**config.mk**
```make
export PLATFORM = sky130hd
export DESIGN_NAME = nor_cmd_if
export DESIGN_NICKNAME = d
export VERILOG_FILES = /design/src/rtl/nor_pkg.sv /design/src/rtl/nor_bus_decode.sv /design/src/rtl/nor_read_mux.sv /design/src/rtl/nor_cmd_fsm.sv /design/src/rtl/nor_cmd_if.sv
export SDC_FILE = /design/constraint.sdc
export NUM_CORES = 1
export LEC_CHECK = 0
export BUFFER_PORTS_ARGS = -buffer_cell sky130_fd_sc_hd__buf_2
export CAP_MARGIN = 25
export CORE_MARGIN = 4
export CORE_UTILIZATION = 55
export CTS_CLUSTER_SIZE = 8
export DETAILED_ROUTE_END_ITERATION = 16
export PLACE_DENSITY = 0.84
export RECOVER_POWER = 50
export SLEW_MARGIN = 20
export SYNTH_ARGS = -nofsm -noshare
export SYNTH_HDL_FRONTEND = slang
export SYNTH_SLANG_ARGS = --single-unit
```
**constraint.sdc**
```tcl
create_clock -name clk -period 2.9 [get_ports clk]
set_input_delay 0.29 -clock clk [delete_from_list [all_inputs] [get_ports clk]]
set_output_delay 0.29 -clock clk [all_outputs]
set_load 0.01 [all_outputs]
```
**src/rtl/nor_pkg.sv**
```systemverilog
package nor_pkg;
    typedef enum logic [3:0] {
        M_READ, M_U1, M_U2, M_PROG, M_AUTO, M_ERS3, M_ERS4, M_ERS5,
        M_ERSWIN, M_BUSY, M_BYP, M_BYPPG, M_BYPRST
    } mode_e;

    typedef enum logic [1:0] {SRC_ARRAY, SRC_AUTO, SRC_STATUS} src_e;

    localparam logic [7:0] CMD_UNLK1  = 8'hAA;
    localparam logic [7:0] CMD_UNLK2  = 8'h55;
    localparam logic [7:0] CMD_PROG   = 8'hA0;
    localparam logic [7:0] CMD_AUTO   = 8'h90;
    localparam logic [7:0] CMD_ERASE  = 8'h80;
    localparam logic [7:0] CMD_BYPASS = 8'h20;
    localparam logic [7:0] CMD_SECT   = 8'h30;
    localparam logic [7:0] CMD_CHIP   = 8'h10;
    localparam logic [7:0] CMD_EXIT   = 8'hF0;

    localparam logic [10:0] ADR_A = 11'h555;
    localparam logic [10:0] ADR_B = 11'h2AA;
endpackage

```
**src/rtl/nor_bus_decode.sv**
```systemverilog
module nor_bus_decode (
    input  logic        ce_n,
    input  logic        oe_n,
    input  logic        we_n,
    input  logic        rst_pin_n,
    input  logic        byte_n,
    output logic        rd_op,
    output logic        wr_op,
    output logic [15:0] oe_mask
);
    always_comb begin
        rd_op   = rst_pin_n && !ce_n && !oe_n && we_n;
        wr_op   = rst_pin_n && !ce_n && !we_n && oe_n;
        oe_mask = '0;
        if (rd_op) begin
            oe_mask = byte_n ? 16'hFFFF : 16'h00FF;
        end
    end
endmodule

```
**src/rtl/nor_read_mux.sv**
```systemverilog
module nor_read_mux
    import nor_pkg::*;
#(
    parameter logic [7:0] MFG_ID = 8'h3C,
    parameter logic [7:0] DEV_ID = 8'hB7
) (
    input  src_e        src,
    input  logic [15:0] rd_word,
    input  logic [7:0]  stat,
    input  logic [1:0]  code_sel,
    input  logic        sel_hi,
    input  logic        byte_n,
    input  logic [15:0] oe_mask,
    output logic [15:0] dq_o,
    output logic [15:0] dq_oe
);
    logic [7:0]  code;
    logic [15:0] word;

    always_comb begin
        unique case (code_sel)
            2'd0:    code = MFG_ID;
            2'd1:    code = DEV_ID;
            default: code = 8'h00;
        endcase
        unique case (src)
            SRC_AUTO:   word = {8'h00, code};
            SRC_STATUS: word = {8'h00, stat};
            default: begin
                if (byte_n)      word = rd_word;
                else if (sel_hi) word = {8'h00, rd_word[15:8]};
                else             word = {8'h00, rd_word[7:0]};
            end
        endcase
        dq_o  = word & oe_mask;
        dq_oe = oe_mask;
    end
endmodule

```
**src/rtl/nor_cmd_fsm.sv**
```systemverilog
module nor_cmd_fsm
    import nor_pkg::*;
#(
    parameter int AW       = 11,
    parameter int MEM_AW   = 5,
    parameter int SEC_W    = 2,
    parameter int BUSY_CYC = 6,
    parameter int ERS_WIN  = 5
) (
    input  logic          clk,
    input  logic          por_n,
    input  logic          rst_pin_n,
    input  logic          wr_op,
    input  logic [AW-1:0] addr,
    input  logic [15:0]   dq_i,
    input  logic          byte_n,
    output src_e          src,
    output logic [7:0]    stat,
    output logic [15:0]   rd_word
);
    localparam int DEPTH  = 1 << MEM_AW;
    localparam int NSEC   = 1 << SEC_W;
    localparam int SEC_SH = MEM_AW - SEC_W;
    localparam int MAXC   = (BUSY_CYC > ERS_WIN) ? BUSY_CYC : ERS_WIN;
    localparam int CW     = $clog2(MAXC + 1);

    typedef struct packed {
        mode_e                  mode;
        logic [CW-1:0]          cnt;
        logic [NSEC-1:0]        smask;
        logic                   poll;
        logic                   ret_byp;
        logic                   wr_prev;
        logic [DEPTH-1:0][15:0] mem;
    } st_t;

    st_t s_q, s_d;

    logic              wr_edge;
    logic [MEM_AW-1:0] idx;
    logic [SEC_W-1:0]  sec;
    logic [7:0]        cd;
    logic              at_a, at_b;
    logic [15:0]       old_w, prog_w;

    always_comb begin
        wr_edge = wr_op && !s_q.wr_prev;
        idx     = addr[MEM_AW-1:0];
        sec     = idx[MEM_AW-1 -: SEC_W];
        cd      = dq_i[7:0];
        at_a    = (addr == AW'(ADR_A));
        at_b    = (addr == AW'(ADR_B));
        old_w   = s_q.mem[idx];
        if (byte_n)       prog_w = old_w & dq_i;
        else if (dq_i[15]) prog_w = {old_w[15:8] & cd, old_w[7:0]};
        else              prog_w = {old_w[15:8], old_w[7:0] & cd};
    end

    always_comb begin
        s_d         = s_q;
        s_d.wr_prev = wr_op;
        if (!rst_pin_n) begin
            s_d.mode  = M_READ;
            s_d.cnt   = '0;
            s_d.smask = '0;
        end else begin
            unique case (s_q.mode)
                M_READ: if (wr_edge && at_a && cd == CMD_UNLK1) s_d.mode = M_U1;
                M_U1: if (wr_edge) s_d.mode = (at_b && cd == CMD_UNLK2) ? M_U2 : M_READ;
                M_U2: if (wr_edge) begin
                    s_d.mode = M_READ;
                    if (at_a) begin
                        unique case (cd)
                            CMD_PROG:   s_d.mode = M_PROG;
                            CMD_AUTO:   s_d.mode = M_AUTO;
                            CMD_ERASE:  s_d.mode = M_ERS3;
                            CMD_BYPASS: s_d.mode = M_BYP;
                            default:    s_d.mode = M_READ;
                        endcase
                    end
                end
                M_PROG, M_BYPPG: if (wr_edge) begin
                    s_d.mem[idx] = prog_w;
                    s_d.poll     = ~dq_i[7];
                    s_d.ret_byp  = (s_q.mode == M_BYPPG);
                    s_d.mode     = M_BUSY;
                    s_d.cnt      = CW'(BUSY_CYC - 1);
                end
                M_BUSY: begin
                    if (s_q.cnt == '0) s_d.mode = s_q.ret_byp ? M_BYP : M_READ;
                    else               s_d.cnt  = s_q.cnt - 1'b1;
                end
                M_AUTO: if (wr_edge && cd == CMD_EXIT) s_d.mode = M_READ;
                M_ERS3: if (wr_edge) s_d.mode = (at_a && cd == CMD_UNLK1) ? M_ERS4 : M_READ;
                M_ERS4: if (wr_edge) s_d.mode = (at_b && cd == CMD_UNLK2) ? M_ERS5 : M_READ;
                M_ERS5: if (wr_edge) begin
                    s_d.poll    = 1'b0;
                    s_d.ret_byp = 1'b0;
                    if (cd == CMD_SECT) begin
                        s_d.smask = NSEC'(1) << sec;
                        s_d.mode  = M_ERSWIN;
                        s_d.cnt   = CW'(ERS_WIN - 1);
                    end else if (cd == CMD_CHIP && at_a) begin
                        s_d.mem  = '1;
                        s_d.mode = M_BUSY;
                        s_d.cnt  = CW'(BUSY_CYC - 1);
                    end else begin
                        s_d.mode = M_READ;
                    end
                end
                M_ERSWIN: begin
                    if (wr_edge) begin
                        if (cd == CMD_SECT) begin
                            s_d.smask = s_q.smask | (NSEC'(1) << sec);
                            s_d.cnt   = CW'(ERS_WIN - 1);
                        end else begin
                            s_d.smask = '0;
                            s_d.mode  = M_READ;
                        end
                    end else if (s_q.cnt == '0) begin
                        for (int i = 0; i < DEPTH; i++) begin
                            if (s_q.smask[SEC_W'(i >> SEC_SH)]) s_d.mem[i] = '1;
                        end
                        s_d.smask = '0;
                        s_d.mode  = M_BUSY;
                        s_d.cnt   = CW'(BUSY_CYC - 1);
                    end else begin
                        s_d.cnt = s_q.cnt - 1'b1;
                    end
                end
                M_BYP: if (wr_edge) begin
                    if (cd == CMD_PROG)      s_d.mode = M_BYPPG;
                    else if (cd == CMD_AUTO) s_d.mode = M_BYPRST;
                end
                M_BYPRST: if (wr_edge) s_d.mode = (cd == CMD_EXIT) ? M_READ : M_BYP;
                default: s_d.mode = M_READ;
            endcase
        end
    end

    always_ff @(posedge clk or negedge por_n) begin
        if (!por_n) begin
            s_q     <= '0;
            s_q.mem <= '1;
        end else begin
            s_q <= s_d;
        end
    end

    always_comb begin
        rd_word = s_q.mem[idx];
        stat    = {s_q.poll, 7'b0};
        if (s_q.mode == M_BUSY || s_q.mode == M_ERSWIN) src = SRC_STATUS;
        else if (s_q.mode == M_AUTO)                    src = SRC_AUTO;
        else                                            src = SRC_ARRAY;
    end

    p_reset_pin_r13: assert property (@(posedge clk) disable iff (!por_n)
        !rst_pin_n |=> s_q.mode == M_READ);
    p_busy_hold_r5: assert property (@(posedge clk) disable iff (!por_n)
        (rst_pin_n && s_q.mode == M_BUSY && s_q.cnt != '0) |=> s_q.mode == M_BUSY);
    p_busy_nowrite_r5: assert property (@(posedge clk) disable iff (!por_n)
        (s_q.mode == M_BUSY) |=> $stable(s_q.mem));
    p_window_mask_r9: assert property (@(posedge clk) disable iff (!por_n)
        (s_q.mode == M_ERSWIN) |-> s_q.smask != '0);
endmodule

```
**src/rtl/nor_cmd_if.sv**
```systemverilog
module nor_cmd_if
    import nor_pkg::*;
#(
    parameter int         AW       = 11,
    parameter int         MEM_AW   = 5,
    parameter int         SEC_W    = 2,
    parameter int         BUSY_CYC = 6,
    parameter int         ERS_WIN  = 5,
    parameter logic [7:0] MFG_ID   = 8'h3C,
    parameter logic [7:0] DEV_ID   = 8'hB7
) (
    input  logic          clk,
    input  logic          por_n,
    input  logic          rst_pin_n,
    input  logic          ce_n,
    input  logic          oe_n,
    input  logic          we_n,
    input  logic          byte_n,
    input  logic [AW-1:0] addr,
    input  logic [15:0]   dq_i,
    output logic [15:0]   dq_o,
    output logic [15:0]   dq_oe
);
    logic        rd_op, wr_op;
    logic [15:0] oe_mask;
    src_e        src;
    logic [7:0]  stat;
    logic [15:0] rd_word;

    nor_bus_decode i_dec (
        .ce_n(ce_n), .oe_n(oe_n), .we_n(we_n), .rst_pin_n(rst_pin_n),
        .byte_n(byte_n), .rd_op(rd_op), .wr_op(wr_op), .oe_mask(oe_mask)
    );

    nor_cmd_fsm #(
        .AW(AW), .MEM_AW(MEM_AW), .SEC_W(SEC_W),
        .BUSY_CYC(BUSY_CYC), .ERS_WIN(ERS_WIN)
    ) i_fsm (
        .clk(clk), .por_n(por_n), .rst_pin_n(rst_pin_n), .wr_op(wr_op),
        .addr(addr), .dq_i(dq_i), .byte_n(byte_n),
        .src(src), .stat(stat), .rd_word(rd_word)
    );

    nor_read_mux #(.MFG_ID(MFG_ID), .DEV_ID(DEV_ID)) i_mux (
        .src(src), .rd_word(rd_word), .stat(stat), .code_sel(addr[1:0]),
        .sel_hi(dq_i[15]), .byte_n(byte_n), .oe_mask(oe_mask),
        .dq_o(dq_o), .dq_oe(dq_oe)
    );

    p_hiz_r3: assert property (@(posedge clk) disable iff (!por_n)
        (ce_n || oe_n || !rst_pin_n) |-> dq_oe == '0);
    p_byte_oe_r12: assert property (@(posedge clk) disable iff (!por_n)
        (!byte_n && rd_op) |-> (dq_oe == 16'h00FF && dq_o[15:8] == 8'h00));
    p_write_quiet_r2: assert property (@(posedge clk) disable iff (!por_n)
        wr_op |-> dq_oe == '0);
endmodule

```
[Yosys cells after proc, flatten, opt, wreduce, memory -nomap -nowiden]
Index checks and enable logic that the tools add are counted.
Storage, ports and cells
  register bits after elaboration: 526
  bits of input ports: 34
  output and inout bits: 32
  word-level logic and storage cells: 196
Cells by class
  add/sub/neg operators: 1
  magnitude comparators: 2
  equal/unequal tests: 54
  shift operators: 1
  multiplexer cells: 62
  bitwise operators: 7
  reductions and logical operators: 31
Operators by type and width (number)
  $mux 512: 5
  $pmux 512 s3: 1
  $bwmux 512: 1
  $mux 256: 1
  $mux 16: 9
  $bmux 16 s5: 1
  $demux 16 s5: 1
  $mux 4: 20
  $pmux 4 s12: 1
  $eq 8x8->1 const B: 5
  $ne 3x2->1 const B: 12
  $and 16x16->16: 2
  $pmux 16 s2: 1
  $mux 11: 2
  $eq 4x4->1 const B: 5
  $mux 3: 6
  $reduce_and 9->1: 2
  $and 8x8->8: 2
  $eq 4x3->1 const B: 4
  $eq 8x6->1 const B: 2
  $pmux 4 s4: 1
  $pmux 8 s2: 1
  $mux 7: 2
  $reduce_and 14->1: 1
  40 further kinds: 70

[Depth between registers and ports, before layout]
  depth in word-level cells: 10
  gate-level depth with buffers: 12
  mapped depth without buffers: 8

[Cells and area by module]
Synthesis repeated with hierarchy kept, for this count alone.
Unflattened totals
  cells, all modules: 2700
  area total of the unflattened synthesis: 26560.5 um2
By module, submodules not included
  nor_cmd_fsm: times used 1, cells an instance 2612, area each 25919.9 um2
  nor_read_mux: times used 1, cells an instance 70, area each 499.2 um2
  nor_bus_decode: times used 1, cells an instance 18, area each 141.4 um2

[Least setup slack after synthesis]
No wires, ideal clock.
  path kind: input to output
  start: input rst_pin_n
  end: output dq_o[3]
  arrival time: 2.427 ns
  required time: 2.610 ns
  setup slack: 0.183 ns
  stages: 8
  path buffers: 2
  path through: inv_1 nor4b_1 nor3b_1 clkbuf_1 and2_1 clkbuf_1 a22oi_1 o21ai_0
Between the ends
  longest elaborated chain between the ends: 5
RTL lines
  start: declaration: line nor_cmd_if.sv:14  | input logic rst_pin_n,
  $logic_and 1x1->1 (3 in series): line nor_bus_decode.sv:12  | rd_op = rst_pin_n && !ce_n && !oe_n && we_n;
  net i_dec.rd_op: line nor_bus_decode.sv:7  | output logic rd_op,
  $mux 16: line nor_bus_decode.sv:15  | if (rd_op) begin
  $and 16x16->16: line nor_read_mux.sv:35  | dq_o = word & oe_mask;
  end: declaration: line nor_cmd_if.sv:21  | output logic [15:0] dq_o,
The timed path passes the listed nets, and every way through them passes these cells.

[Worst setup path in the final report]
  start: input addr[4]
  end: output dq_o[7]
Between the ends
  longest elaborated chain between the ends: 6
RTL lines
  start: declaration: line nor_cmd_if.sv:19  | input logic [AW-1:0] addr,
  $bmux 16 s5 (*): line nor_cmd_fsm.sv:151  | rd_word = s_q.mem[idx];
  $mux 16 (not written as such) (*): line nor_cmd_fsm.sv:151
  $mux 8: line nor_read_mux.sv:31  | else if (sel_hi) word = {8'h00, rd_word[15:8]};
  $mux 16 (*): line nor_read_mux.sv:30  | if (byte_n) word = rd_word;
  $pmux 16 s2 (*): line nor_read_mux.sv:26  | unique case (src)
  $and 16x16->16 (*): line nor_read_mux.sv:35
Mark *: on every way between the ends. The rest lies on a longest branch, timed or not. The select of a mux whose other input is x is not followed.

==> flow_metrics.env <==
export IMPL_drc=0
export IMPL_finalSetupTns_ns=-0.0799
export IMPL_wl_mm=88.2
export IMPL_tightest_slew_ns=2.24
export IMPL_drive_gt1_share_pct=35.5
export IMPL_cts_clk_slew_worst_paths_ns=0.05
export IMPL_areaGrowthSynthToFinish_pct=18.1
export IMPL_ys_seq_area_share_pct=52.7
export IMPL_synth_edf_count=0
export IMPL_grt_ovfl_total=0
export IMPL_violations="capacitance limit, slew limit, setup timing"
export IMPL_worstSetupPathType="in2out"
export IMPL_final_area_um2=30800
export IMPL_die_area_um2=51000
export IMPL_ys_warn_count=0
export IMPL_r2r_end="i_fsm.s_q[53]"
export IMPL_final_nets=2764
export IMPL_post_place_ws_ns=-0.228
export IMPL_cp_arrival_ns=2.66
export IMPL_min_path_type="in2reg"
export IMPL_drv_cap=1
export IMPL_slew_headroom_pct=-49.5
export IMPL_start_util_pct=55.8
export IMPL_holdPathEnd="i_fsm.stat[7]"
export IMPL_clock_sinks=524
export IMPL_dp_cells=3254
export IMPL_synth_flop_cell="dfstp_2"
export IMPL_finalPower_mw=15.9
export IMPL_grt_max_degree=103
export IMPL_antenna_found_initial=2
export IMPL_crit_path_max_fanout=13
export IMPL_regArea_um2=13800
export IMPL_grt_pass1_vias=23200
export IMPL_leakage_nw=11.5
export IMPL_via_count=23300
export IMPL_syn_nets=2660
export IMPL_ios=66
export IMPL_track_usage_pct=34.2
export IMPL_fillCellCount=3372
export IMPL_synth_area_top_cells="dfstp_2 52%, mux2i_1 9.9%, a21oi_1 9.6%"
export IMPL_multi_input_area_um2=11200
export IMPL_r2r_setup_slack_ns=0.10
export IMPL_outcome="finished with violations"
export IMPL_post_route_util_pct=65.9
export IMPL_ys_async_sr_fraction_pct=100
export IMPL_cp_start_kind="input pin"
export IMPL_portBuffers=65
export IMPL_synth_cell_types=71
export IMPL_syn_area_per_cell_um2=9.94
export IMPL_ys_top_cells_by_count="512 x dfstp_2, 502 x a21oi_1, 446 x o21ai_0"
export IMPL_fin_skew_ns=0.0147
export IMPL_end_kind="output port"
export IMPL_syn_inst=2624
export IMPL_holdWs_ns=0.116
export IMPL_wl_per_cell_um=26.4
export IMPL_period_minus_slack_ns=2.95
export IMPL_die_x_um=226
export IMPL_p_per_area_nw_per_um2=517
export IMPL_cts_buffers=75
export IMPL_vdd_drop_max_uv=453
export IMPL_finalSetupViolations=3
export IMPL_hold_viol=0
export IMPL_placed_area_um2=28600
export IMPL_cp_required_ns=2.61
export IMPL_yosysMostFrequentCell="dfstp_2"
export IMPL_vias_per_cell=6.95
export IMPL_dr_first_iter_drc_count=3112
export IMPL_h_tree_depth=3
export IMPL_synth_area_um2=26100
export IMPL_hp_start="dq_i[7]"
export IMPL_drtAntennaViolNets=0
export IMPL_synth_top_cell_area_share_pct=51.6
export IMPL_r2r_worst_path_cells=9
export IMPL_maxSlewViolCount=82
export IMPL_synth_top_cell_by_area="dfstp_2"
export IMPL_whs_path_depth=2
export IMPL_fp_coreArea_um2=46800
export IMPL_first_pass_iters=8
export IMPL_period_share_pct=102
export IMPL_clockBufferDepth=3
export IMPL_synth_seq_cells=524
export IMPL_insertion_delay_ns=0.60
export IMPL_grt_pass1_wl_mm=136
export IMPL_cts_root_buffer="clkbuf_16"
export IMPL_fmax_mhz=339
export IMPL_fp_dieH_um=226
export IMPL_rr_startpoint="i_fsm.s_q[524]"
export IMPL_hpwl_mm=57.8
export IMPL_fp_row_count=79
export IMPL_cts_tree="built"
export IMPL_timing_final_ws_setup_ns=-0.0472
export IMPL_place_gp_congestion=0.968
export IMPL_stdcell_count=3345
export IMPL_rsz0062_at_grt="yes"
## metal layers
metal	up-vias	share of wire [%]	global-route usage (%)
met5	-	0	0
li1	9864	-	-
met4	0	8.4	23.7
met3	442	11	9.03
met2	1612	45	52.3
met1	11300	36	42.5
## worst max path at each step
stage,from,end,cells after the start
floorplan,rst_pin_n,dq_o[3],8
detailed placement,addr[0],dq_o[1],8
finish,addr[4],dq_o[7],12
global route,i_fsm.s_q[525],dq_o[1],8
global placement,addr[4],dq_o[3],10
CTS,flip-flop,dq_o[3],8
## cells in the final DEF (no fill, tap or decap), types with 4 or more instances in the layout
| cell type | instances |
|---|---|
| dfstp_2 | 512 |
| a21oi_1 | 502 |
| o21ai_0 | 442 |
| mux2i_1 | 254 |
| buf_4 | 181 |
| o22ai_1 | 124 |
| clkbuf_16 | 82 |
| o21ai_1 | 77 |
| nand2_1 | 64 |
| buf_12 | 61 |
| buf_2 | 56 |
| nand3_1 | 41 |
| nor2_1 | 31 |
| nor4_1 | 28 |
| nor3_1 | 21 |
| o211ai_1 | 21 |
| clkbuf_1 | 18 |
| or3_1 | 16 |
| nand4_1 | 13 |
| and3_1 | 13 |
| dfrtp_1 | 11 |
| nand2b_1 | 8 |
| inv_1 | 7 |
| nand4bb_1 | 7 |
| nor2b_1 | 7 |
| o21ai_2 | 7 |
| or4_4 | 7 |
| nor4_2 | 6 |
| o221ai_2 | 6 |
| a211oi_1 | 6 |
| nand4b_1 | 5 |
| o22ai_2 | 5 |
| a221o_1 | 5 |
| o31ai_1 | 5 |
| clkbuf_2 | 5 |
| or4b_4 | 4 |
| mux2i_2 | 4 |
| or3b_2 | 4 |
## worst max-delay path, cell delays in order
cell and delay (ns):
buf_2 0.18, buf_4 0.18, nand4bb_1 0.22, buf_12 0.18, buf_4 0.19, o22ai_1 0.16
nor4_1 0.43, buf_4 0.21, nand2_1 0.07, a22oi_1 0.17, nand2_1 0.17, buf_2 0.19
## final cells by class
class                   count  area share [%]
flip-flops and latches    524            44.6
multi-input cells        1795            36.3
repair buffers            323            9.83
clock buffers              86            6.67
well taps                 607            2.46
inverters                   9           0.122
diodes                      1         0.00812
## logic make-up after synthesis
group	share of synthesized area, %
XOR/XNOR	0.0672
buffers and inverters	5.37
flip-flops	52.7
AO/OA/AOI/OAI	25.0
adder cells (fa/ha/maj)	0.0959
AND/OR/NAND/NOR	6.77
multiplexers	9.94
## where the power goes
part | internal, mW | switching, mW
registers | 7.36 | 0.000539
clock network | 4.89 | 3.02
logic | 0.226 | 0.446
total | 12.5 | 3.46
## timing repair
action,4_1_cts,5_1_grt
resized for setup,16,21
endpoints found under the setup margin,16,19
hold buffers,0,0
pin swaps,2,3
gates cloned,0,1
setup buffers,0,3
Power figures use the tool's default switching activity.
